`src/rtl/hiccup_pkg.sv`:
```
package hiccup_pkg;
  typedef enum logic [2:0] {
    SUP_OFF  = 3'd0,
    SUP_RUN  = 3'd1,
    SUP_OCW  = 3'd2,
    SUP_HOT  = 3'd3,
    SUP_THW  = 3'd4
  } sup_state_t;
endpackage

```
`src/rtl/hic_persist.sv`:
```
module hic_persist #(
  parameter int PERSIST_CYC = 512
) (
  input  logic clk,
  input  logic rst_n,
  input  logic act,
  input  logic stb,
  input  logic ovld,
  output logic trip
);
  localparam int CW = $clog2(PERSIST_CYC + 1);
  localparam logic [CW-1:0] LIMIT = CW'(PERSIST_CYC);

  logic [CW-1:0] cnt_q, cnt_d;
  logic          cnt_en;

  always_comb begin
    cnt_en = 1'b0;
    cnt_d  = cnt_q;
    if (!act) begin
      cnt_en = 1'b1;
      cnt_d  = '0;
    end else if (stb) begin
      cnt_en = 1'b1;
      cnt_d  = ovld ? ((cnt_q == LIMIT) ? '0 : cnt_q + 1'b1) : '0;
    end
  end

  assign trip = act && stb && ovld && (cnt_q == LIMIT);

  always_ff @(posedge clk or negedge rst_n) begin
    if (!rst_n)      cnt_q <= '0;
    else if (cnt_en) cnt_q <= cnt_d;
  end

  a_r3_clear_on_quiet: assert property (@(posedge clk) disable iff (!rst_n)
    (act && stb && !ovld) |=> (cnt_q == '0));
  a_r3_hold_between: assert property (@(posedge clk) disable iff (!rst_n)
    (act && !stb) |=> $stable(cnt_q));
  a_r4_window_bound: assert property (@(posedge clk) disable iff (!rst_n)
    cnt_q <= LIMIT);
endmodule

```
`src/rtl/hic_wait_timer.sv`:
```
module hic_wait_timer #(
  parameter int HICCUP_CYC = 16384
) (
  input  logic clk,
  input  logic rst_n,
  input  logic act,
  input  logic stb,
  output logic done
);
  localparam int CW = (HICCUP_CYC > 1) ? $clog2(HICCUP_CYC) : 1;
  localparam logic [CW-1:0] LAST = CW'(HICCUP_CYC - 1);

  logic [CW-1:0] cnt_q, cnt_d;
  logic          cnt_en;

  always_comb begin
    cnt_en = 1'b0;
    cnt_d  = cnt_q;
    if (!act) begin
      cnt_en = 1'b1;
      cnt_d  = '0;
    end else if (stb) begin
      cnt_en = 1'b1;
      cnt_d  = (cnt_q == LAST) ? '0 : cnt_q + 1'b1;
    end
  end

  assign done = act && stb && (cnt_q == LAST);

  always_ff @(posedge clk or negedge rst_n) begin
    if (!rst_n)      cnt_q <= '0;
    else if (cnt_en) cnt_q <= cnt_d;
  end

  a_r5_idle_zero: assert property (@(posedge clk) disable iff (!rst_n)
    !act |=> (cnt_q == '0));
  a_r7_count_bound: assert property (@(posedge clk) disable iff (!rst_n)
    cnt_q <= LAST);
endmodule

```
`src/rtl/hiccup_supervisor.sv`:
```
module hiccup_supervisor
  import hiccup_pkg::*;
#(
  parameter int PERSIST_CYC = 512,
  parameter int HICCUP_CYC  = 16384
) (
  input  logic clk,
  input  logic rst_n,
  input  logic cyc_stb,
  input  logic ovld,
  input  logic th_trip,
  input  logic th_ok,
  input  logic en,
  input  logic uv,
  output logic run,
  output logic ss_restart
);
  sup_state_t state_q, state_d;
  logic       rst_req_q, rst_req_d;
  logic       oc_trip, wait_done, in_wait;

  assign in_wait = (state_q == SUP_OCW) || (state_q == SUP_THW);

  hic_persist #(.PERSIST_CYC(PERSIST_CYC)) u_persist (
    .clk  (clk),
    .rst_n(rst_n),
    .act  (state_q == SUP_RUN),
    .stb  (cyc_stb),
    .ovld (ovld),
    .trip (oc_trip)
  );

  hic_wait_timer #(.HICCUP_CYC(HICCUP_CYC)) u_wait (
    .clk  (clk),
    .rst_n(rst_n),
    .act  (in_wait),
    .stb  (cyc_stb),
    .done (wait_done)
  );

  always_comb begin
    state_d = state_q;
    if (!en || uv) begin
      state_d = SUP_OFF;
    end else if (th_trip) begin
      state_d = SUP_HOT;
    end else begin
      unique case (state_q)
        SUP_OFF: state_d = SUP_RUN;
        SUP_RUN: if (oc_trip)   state_d = SUP_OCW;
        SUP_OCW: if (wait_done) state_d = SUP_RUN;
        SUP_HOT: if (th_ok)     state_d = SUP_THW;
        SUP_THW: if (wait_done) state_d = SUP_RUN;
        default: state_d = SUP_OFF;
      endcase
    end
    rst_req_d = (state_d == SUP_RUN) && (state_q != SUP_RUN);
  end

  always_ff @(posedge clk or negedge rst_n) begin
    if (!rst_n) begin
      state_q   <= SUP_OFF;
      rst_req_q <= 1'b0;
    end else begin
      state_q   <= state_d;
      rst_req_q <= rst_req_d;
    end
  end

  assign run        = (state_q == SUP_RUN);
  assign ss_restart = rst_req_q;

  a_r2_disable_stops: assert property (@(posedge clk) disable iff (!rst_n)
    (!en || uv) |=> !run);
  a_r6_trip_stops: assert property (@(posedge clk) disable iff (!rst_n)
    th_trip |=> !run);
  a_r7_hot_holds: assert property (@(posedge clk) disable iff (!rst_n)
    (state_q == SUP_HOT && !th_ok && en && !uv) |=> !run);
  a_r9_rise_requests: assert property (@(posedge clk) disable iff (!rst_n)
    $rose(run) |-> ss_restart);
  a_r9_single_pulse: assert property (@(posedge clk) disable iff (!rst_n)
    ss_restart |=> !ss_restart);
  a_r9_only_on_rise: assert property (@(posedge clk) disable iff (!rst_n)
    ss_restart |-> run);
endmodule

```
`config.mk`:
```
export PLATFORM = sky130hd
export DESIGN_NAME = hiccup_supervisor
export DESIGN_NICKNAME = d
export VERILOG_FILES = /design/src/rtl/hiccup_pkg.sv /design/src/rtl/hic_persist.sv /design/src/rtl/hic_wait_timer.sv /design/src/rtl/hiccup_supervisor.sv
export SDC_FILE = /design/constraint.sdc
export NUM_CORES = 1
export LEC_CHECK = 0
export BUFFER_PORTS_ARGS = -buffer_cell sky130_fd_sc_hd__buf_2
export CORE_MARGIN = 5
export CORE_UTILIZATION = 45
export CTS_CLUSTER_SIZE = 10
export DETAILED_ROUTE_END_ITERATION = 8
export HOLD_SLACK_MARGIN = 0.1
export REMOVE_ABC_BUFFERS = 1
export SLEW_MARGIN = 25
export SYNTH_ARGS = -nofsm -noshare
export SYNTH_HDL_FRONTEND = slang
export SYNTH_SLANG_ARGS = --single-unit
```
`constraint.sdc`:
```
create_clock -name clk -period 3.7 [get_ports clk]
set_clock_uncertainty 0.05 [all_clocks]
set_input_delay 0.185 -clock clk [delete_from_list [all_inputs] [get_ports clk]]
set_output_delay 0.185 -clock clk [all_outputs]
set_load 0.03 [all_outputs]
```
==> flow_summary.yaml, run 1 <==
critical_path:
  path_class: "reg -> reg"
  slowest_delay_ns: 0.55
  endpoint_kind: "register"
  crit_path_start_kind: "register"
  critical_path.top_delay_family: "simple AND/OR/NAND/NOR gates"
  slowest_stage: "dfrtp_1"
  critPathBufInv: 0
  required_ns: 3.88
  cp_cell_sequence: "nor3b_2, nand3_1, o311ai_0, o21a_1"
  crit_fanout: 11
  worstPathArrival_ns: 2.28
final_layout:
  multi_input_area_um2: 907
  area_growth_pct: 7.36
  nets: 197
  n_antenna_cell: 0
  regArea_um2: 701
  drive_gt1_frac: 0.119
  n_fill_cell: 360
logic_synthesis:
  ys_top_cells_by_count: "28 x dfrtp_1, 14 x a31oi_1, 13 x nand3_1"
  synth_area_leaders: "dfrtp_1 42%, a31oi_1 5.2%, nand3_1 3.9%, nand3b_1 3.1%, nor3_1 2.7%"
  ys_ff_latch: 28
  synthArstFlopShare: 1.00
  synth_warnings: 0
  synth_edf_count: 0
  synth_area_mm2: 0.00168
  yosysTopAreaCellShare: 0.416
  yosysMostFrequentCell: "dfrtp_1"
  synth_seq_area_share: 0.416
  synthFlopType: "dfrtp_1"
  synth_top_area_cell: "dfrtp_1"
  ys_types: 49
  postSynthCellCount: 181
  syn_area_per_cell_um2: 9.30
drt:
  dr_wl_met3_um: 203
  first_pass_iters: 4
  wirelength_um: 3670
  drcViolationCount: 0
  highest_layer: "met4"
  vias: 1419
  ant_nets: 0
  wl_per_cell_um: 15.7
  wl_met1_um: 1740
  drtIter0Drc: 61
  viasPerCell: 6.09
  wl_met2_um: 1690
sta:
  final-max-slew-violation-count: 0
  fin_tns_setup_ns: 0
  hold_viol: 0
  period_needed_ns: 2.10
  worstMarginPinSlew_ns: 0.716
  setup_viol: 0
  slew_headroom: 0.522
  rsz0062_at_grt: "false"
  period_share: 0.566
  clock.fmax_mhz: 477
floorplan:
  core_area_mm2: 0.00363
  io_pins: 10
  dieWidth_um: 71.2
  rows: 22
  start_util: 0.463
  die-area_mm2: 0.00506
  fp.dieH_um: 71.2
place:
  place.detailed.hpwl_um: 2650
  place_congestion: 0.844
  port_buffers: 9
power:
  leakagePower_uw: 0.000728
  ir_worst_vdd_mv: 0.165
  power_density_mw_per_mm2: 306
  power_uw: 553
clock_network:
  clkLatencyLatePin_ns: 0.28
  cts_setup_buffers: 0
  tritoncts: "built"
  cts_buffer_depth: 2
  cts_made_buffers: 3
  htree_levels: 1
  clk_pin_slew_ns: 0.10
  cts_root_buf: "clkbuf_8"
  cts_num_sinks: 28
  post_cts_resized: 0
job:
  drv_cap: 0
run_status:
  status: "finished, final reports clean"
global_route:
  grt_max_degree: 29
  grt_antenna_before_repair: 0
  grt_pass1_vias: 1366
  grt_overflow: 0
  track_usage: 0.154
  grt_pass1_wl_um: 6460
min_path:
  hold_path_class: "in -> reg"
-- logic make-up (layout without fill, tap and decap cells) --
| group | count (synthesis) | count (layout) | synth area share |
|---|---|---|---|
| AO/OA/AOI/OAI | 38 | 38 | 0.161 |
| XOR/XNOR | 6 | 6 | 0.0312 |
| adder cells (fa/ha/maj) | 3 | 3 | 0.0223 |
| buffers and inverters | 16 | 20 | 0.0513 |
| flip-flops | 28 | 28 | 0.416 |
| multiplexers | 1 | 1 | 0.00669 |
| AND/OR/NAND/NOR | 89 | 89 | 0.312 |
-- worst min-delay path: cells and delay by family --
family	cells	cell delay, ns
simple gates	1	0.08
buf+inv	1	0.11
compound gates	1	0.07
-- cells in the final DEF, fill, tap and decap left out, types with 5 or more instances in the layout --
master    count
inv_1         5
a31oi_1      14
nand3b_1      7
nor3_1        9
dfrtp_1      28
nand3_1      13
nor4_1        7
buf_2         9
nand4_1       6
nor2_1       11
nand2_1      12
-- layer usage --
metal	up-vias	global-route usage
li1	694	-
met1	681	0.230
met2	40	0.230
met3	4	0.0213
met4	0	0.0501
met5	-	0
-- report_power, final --
group	internal, uW	total, uW	switching (uW)
registers	309	314	4.96
clock network	95.6	197	101
logic	15.0	42.3	27.3
total	419	553	134
-- state kept, by name (all words and copies together), names as in the netlist --
name	flops
state_q	3
ss_restart	1
u_wait.cnt_q	14
u_persist.cnt_q	10
-- worst paths after layout --
kind	startpoint	end	slack (ns)	cells after the start
worst max register to register	state_q[0]	u_persist.cnt_q[5]	1.60	4
worst max-delay path	state_q[0]	u_persist.cnt_q[5]	1.60	4
worst min-delay path	th_ok	state_q[2]	0.15	3
max in group asynchronous	rst_n	u_wait.cnt_q[6]	2.78	2
worst min register to register	u_wait.cnt_q[13]	u_wait.cnt_q[13]	0.45	1
min in group asynchronous	rst_n	u_persist.cnt_q[1]	0.40	2
-- through the flow --
stage                     cell area (um2)  utilization  worst slack, ns  hold WS, ns  std cells
final                                1810        0.497             1.60        0.148        233
after detailed placement             1730        0.475             1.55        0.199        227
after global placement               1730        0.475             1.72        0.190        227
after global routing                 1810        0.497             1.34        0.143        233
after CTS                            1800        0.496             1.53        0.148        233
after floorplan                      1620            -             1.41       -0.161        170
-- repair_timing --
action	4_1_cts	5_1_grt
hold buffers	2	0
setup endpoints to repair	0	0
hold endpoints to repair	29	0
-- cell type report --
cell class	instances	share of cell area
Tap cell	48	0.0332
Multi-Input combinational cell	137	0.502
Inverter	5	0.0104
Sequential cell	28	0.388
Clock buffer	4	0.0305
Timing Repair Buffer	11	0.0360
Power figures use the tool's default switching activity.
==> run 2, diff against run 1 <==
- ABC_AREA: default -> 1
- clock period: 3.7 -> 1.8 ns (I/O delays scaled with it)
==> run 2 against run 1 <==
Net effect:
- combinational power grew 76%
- sequential share of layout area decreased by 0.40 points
- register-to-register slack got worse by 1.4 ns
- global-route usage down 2.2 points
- non-clock buffer count up 5
- area after synthesis fell by 3.6%
- utilization grew 3.7 points
- flip-flop and latch count is the same
- critical path depth increased by 7
- largest cell class unchanged
==> flow_summary.yaml, run 2 <==
run_status:
  status: "finished, final reports clean"
min_path:
  hold_path_class: "in -> reg"
  min_to: "state_q[2]"
  hold_start: "th_ok"
  hold_depth: 4
logic_synthesis:
  synth_seq_area_share: 0.432
  synth_area_leaders: "dfrtp_1 43%, nand2_1 7.6%, inv_1 7.4%, xor2_1 5.9%, o22ai_1 4.2%"
  synthArstFlopShare: 1.00
  ys_types: 29
  synth_area_mm2: 0.00162
  ys_top_cells_by_count: "33 x nand2_1, 32 x inv_1, 28 x dfrtp_1"
  yosysTopAreaCellShare: 0.432
  syn_area_per_cell_um2: 8.32
  synth_warnings: 0
  synth_top_area_cell: "dfrtp_1"
  synthFlopType: "dfrtp_1"
  synth_edf_count: 0
  ys_ff_latch: 28
  yosysMostFrequentCell: "nand2_1"
  postSynthCellCount: 195
clock_network:
  clkLatencyLatePin_ns: 0.32
  clk_pin_slew_ns: 0.15
  cts_num_sinks: 28
  cts_buffer_depth: 2
  tritoncts: "built"
  cts_root_buf: "clkbuf_4"
  htree_levels: 1
  cts_made_buffers: 3
sta:
  slew_headroom: 0.585
  period_needed_ns: 1.64
  timing.final.ws_setup_ns: 0.156
  clock.fmax_mhz: 608
  final-max-slew-violation-count: 0
  fin_tns_setup_ns: 0
  worstMarginPinSlew_ns: 0.623
  period_share: 0.913
  holdWs_ns: 0.123
  setup_viol: 0
  hold_viol: 0
final_layout:
  n_fill_cell: 331
  nets: 227
  top_regs: "u_wait.cnt_q: 14 flops, u_persist.cnt_q: 10 flops, state_q: 3 flops"
  area_growth_pct: 12.6
  regMostFlops: "u_wait.cnt_q"
  n_antenna_cell: 0
  drive_gt1_frac: 0.177
  final_cell_mix: "33 x nand2_1, 32 x inv_1, 28 x dfrtp_1"
  stdcell_area_mm2: 0.00183
  layout_commonest_cell: "nand2_1"
  largest_reg_flops: 14
critical_path:
  slowest_stage: "dfrtp_1"
  critPathBufInv: 0
  slowest_delay_ns: 0.41
  critical_path.top_delay_family: "simple AND/OR/NAND/NOR gates"
  required_ns: 2.00
  r2r_setup_slack_ns: 0.16
  reg2reg_from: "u_wait.cnt_q[1]"
  reg2reg_to: "ss_restart"
  crit_path_start_kind: "register"
  cp_cell_sequence: "ha_2, nand2_2, nor2_4, nand2_4, nor2_4, nand2_2, nand2_1, nand2_1, nor2_2, nand3_1, nor2_1"
  rr_worst_depth: 11
  endpoint_kind: "register"
  worstPathArrival_ns: 1.85
  path_class: "reg -> reg"
  crit_fanout: 5
place:
  place.detailed.hpwl_um: 2300
  pre_cts_ws_ns: 0.163
  place_congestion: 0.860
  port_buffers: 9
  place_area_mm2: 0.00174
drt:
  ant_nets: 0
  wl_per_cell_um: 11.5
  viasPerCell: 4.91
  first_pass_iters: 4
  vias: 1282
  drcViolationCount: 0
  drtIter0Drc: 44
  wirelength_um: 3000
floorplan:
  core_area_mm2: 0.00342
  start_util: 0.475
  dieWidth_um: 70.0
  rows: 21
  io_pins: 10
  fp.dieH_um: 70.0
  die-area_mm2: 0.00490
global_route:
  grt_overflow: 0
  grt_pass1_wl_um: 5440
  grt_antenna_before_repair: 0
  track_usage: 0.132
  grt_max_degree: 29
  grt_pass1_vias: 1328
power:
  leakagePower_uw: 0.000841
  ir_worst_vdd_mv: 0.619
  power_density_mw_per_mm2: 552
job:
  drv_cap: 0
-- run 2: cell types whose count changed in the layout (fill, tap and decap cells not counted), moves of 5 or more --
cell / change
inv_1: +27
nand2_1: +21
a31oi_1: -13
o22ai_1: +11
xor2_1: +8
nand3b_1: -7
nor3_1: -7
nor4_1: -7
a21oi_1: +6
nand4_1: -5
nor2_2: +5
o21ai_0: +5
-- run 2: how the worst max path moves through the flow --
stage                         start              end  depth (start not counted)
floorplan           u_wait.cnt_q[0]  u_wait.cnt_q[1]                          7
CTS                 u_wait.cnt_q[0]       ss_restart                         11
finish              u_wait.cnt_q[1]       ss_restart                         11
global route        u_wait.cnt_q[1]       ss_restart                         11
global placement    u_wait.cnt_q[0]  u_wait.cnt_q[1]                          7
detailed placement  u_wait.cnt_q[0]  u_wait.cnt_q[1]                          7
-- run 2: kinds of logic (layout without fill, tap and decap cells) --
kind of cell / count (synthesis) / after routing / synth area share
compound gates: 36 / 36 / 0.140
xor+xnor: 13 / 13 / 0.0702
fa+ha+maj: 3 / 3 / 0.0232
buf+inv: 34 / 54 / 0.0803
flops: 28 / 28 / 0.432
simple gates: 81 / 81 / 0.254
-- run 2: what timing repair did --
| item | in CTS | in global routing |
|---|---|---|
| endpoints found under the setup margin | 0 | 1 |
| gates resized for setup | 0 | 1 |
| hold buffers | 4 | 0 |
| endpoints found under the hold margin | 32 | 0 |
| buffers inserted | 0 | 1 |
-- run 2: area by class of cell --
cell class,count,area (um2),area share
Clock buffer,4,36.3,0.0199
Inverter,34,130,0.0713
Sequential cell,28,701,0.384
Multi-Input combinational cell,133,793,0.435
Timing Repair Buffer,16,108,0.0589
Tap cell,46,57.6,0.0315
-- run 2: stage by stage --
| step | total power (uW) | cells | util |
|---|---|---|---|
| 6_report | 1010 | 261 | 0.534 |
| 5_1_grt | 1060 | 261 | 0.534 |
| 4_1_cts | 1030 | 260 | 0.532 |
| 3_5_place_dp | 717 | 252 | 0.509 |
| 3_3_place_gp | 716 | 252 | 0.509 |
| 2_1_floorplan | 682 | 195 | - |
-- run 2: worst reg2reg max path, cell delays in order (launching register included) --
cell,delay (ns)
dfrtp_1,0.41
ha_2,0.21
nand2_2,0.07
nor2_4,0.14
nand2_4,0.10
nor2_4,0.13
nand2_2,0.06
nand2_1,0.06
nand2_1,0.08
nor2_2,0.08
nand3_1,0.08
nor2_1,0.10
-- run 2: metal layers --
layer	wire length (um)	vias up	track usage
li1	-	674	-
met1	1370	587	0.154
met2	1510	19	0.238
met3	97	2	0.0402
met4	20	0	0.0277
met5	0	-	0
-- run 2: power by group --
| group | leakage (uW) | switching, uW | internal (uW) |
|---|---|---|---|
| clock network | 0.0000210 | 173 | 124 |
| registers | 0.000389 | 2.76 | 634 |
| logic | 0.000431 | 49.5 | 25.1 |
| total | 0.000841 | 226 | 782 |
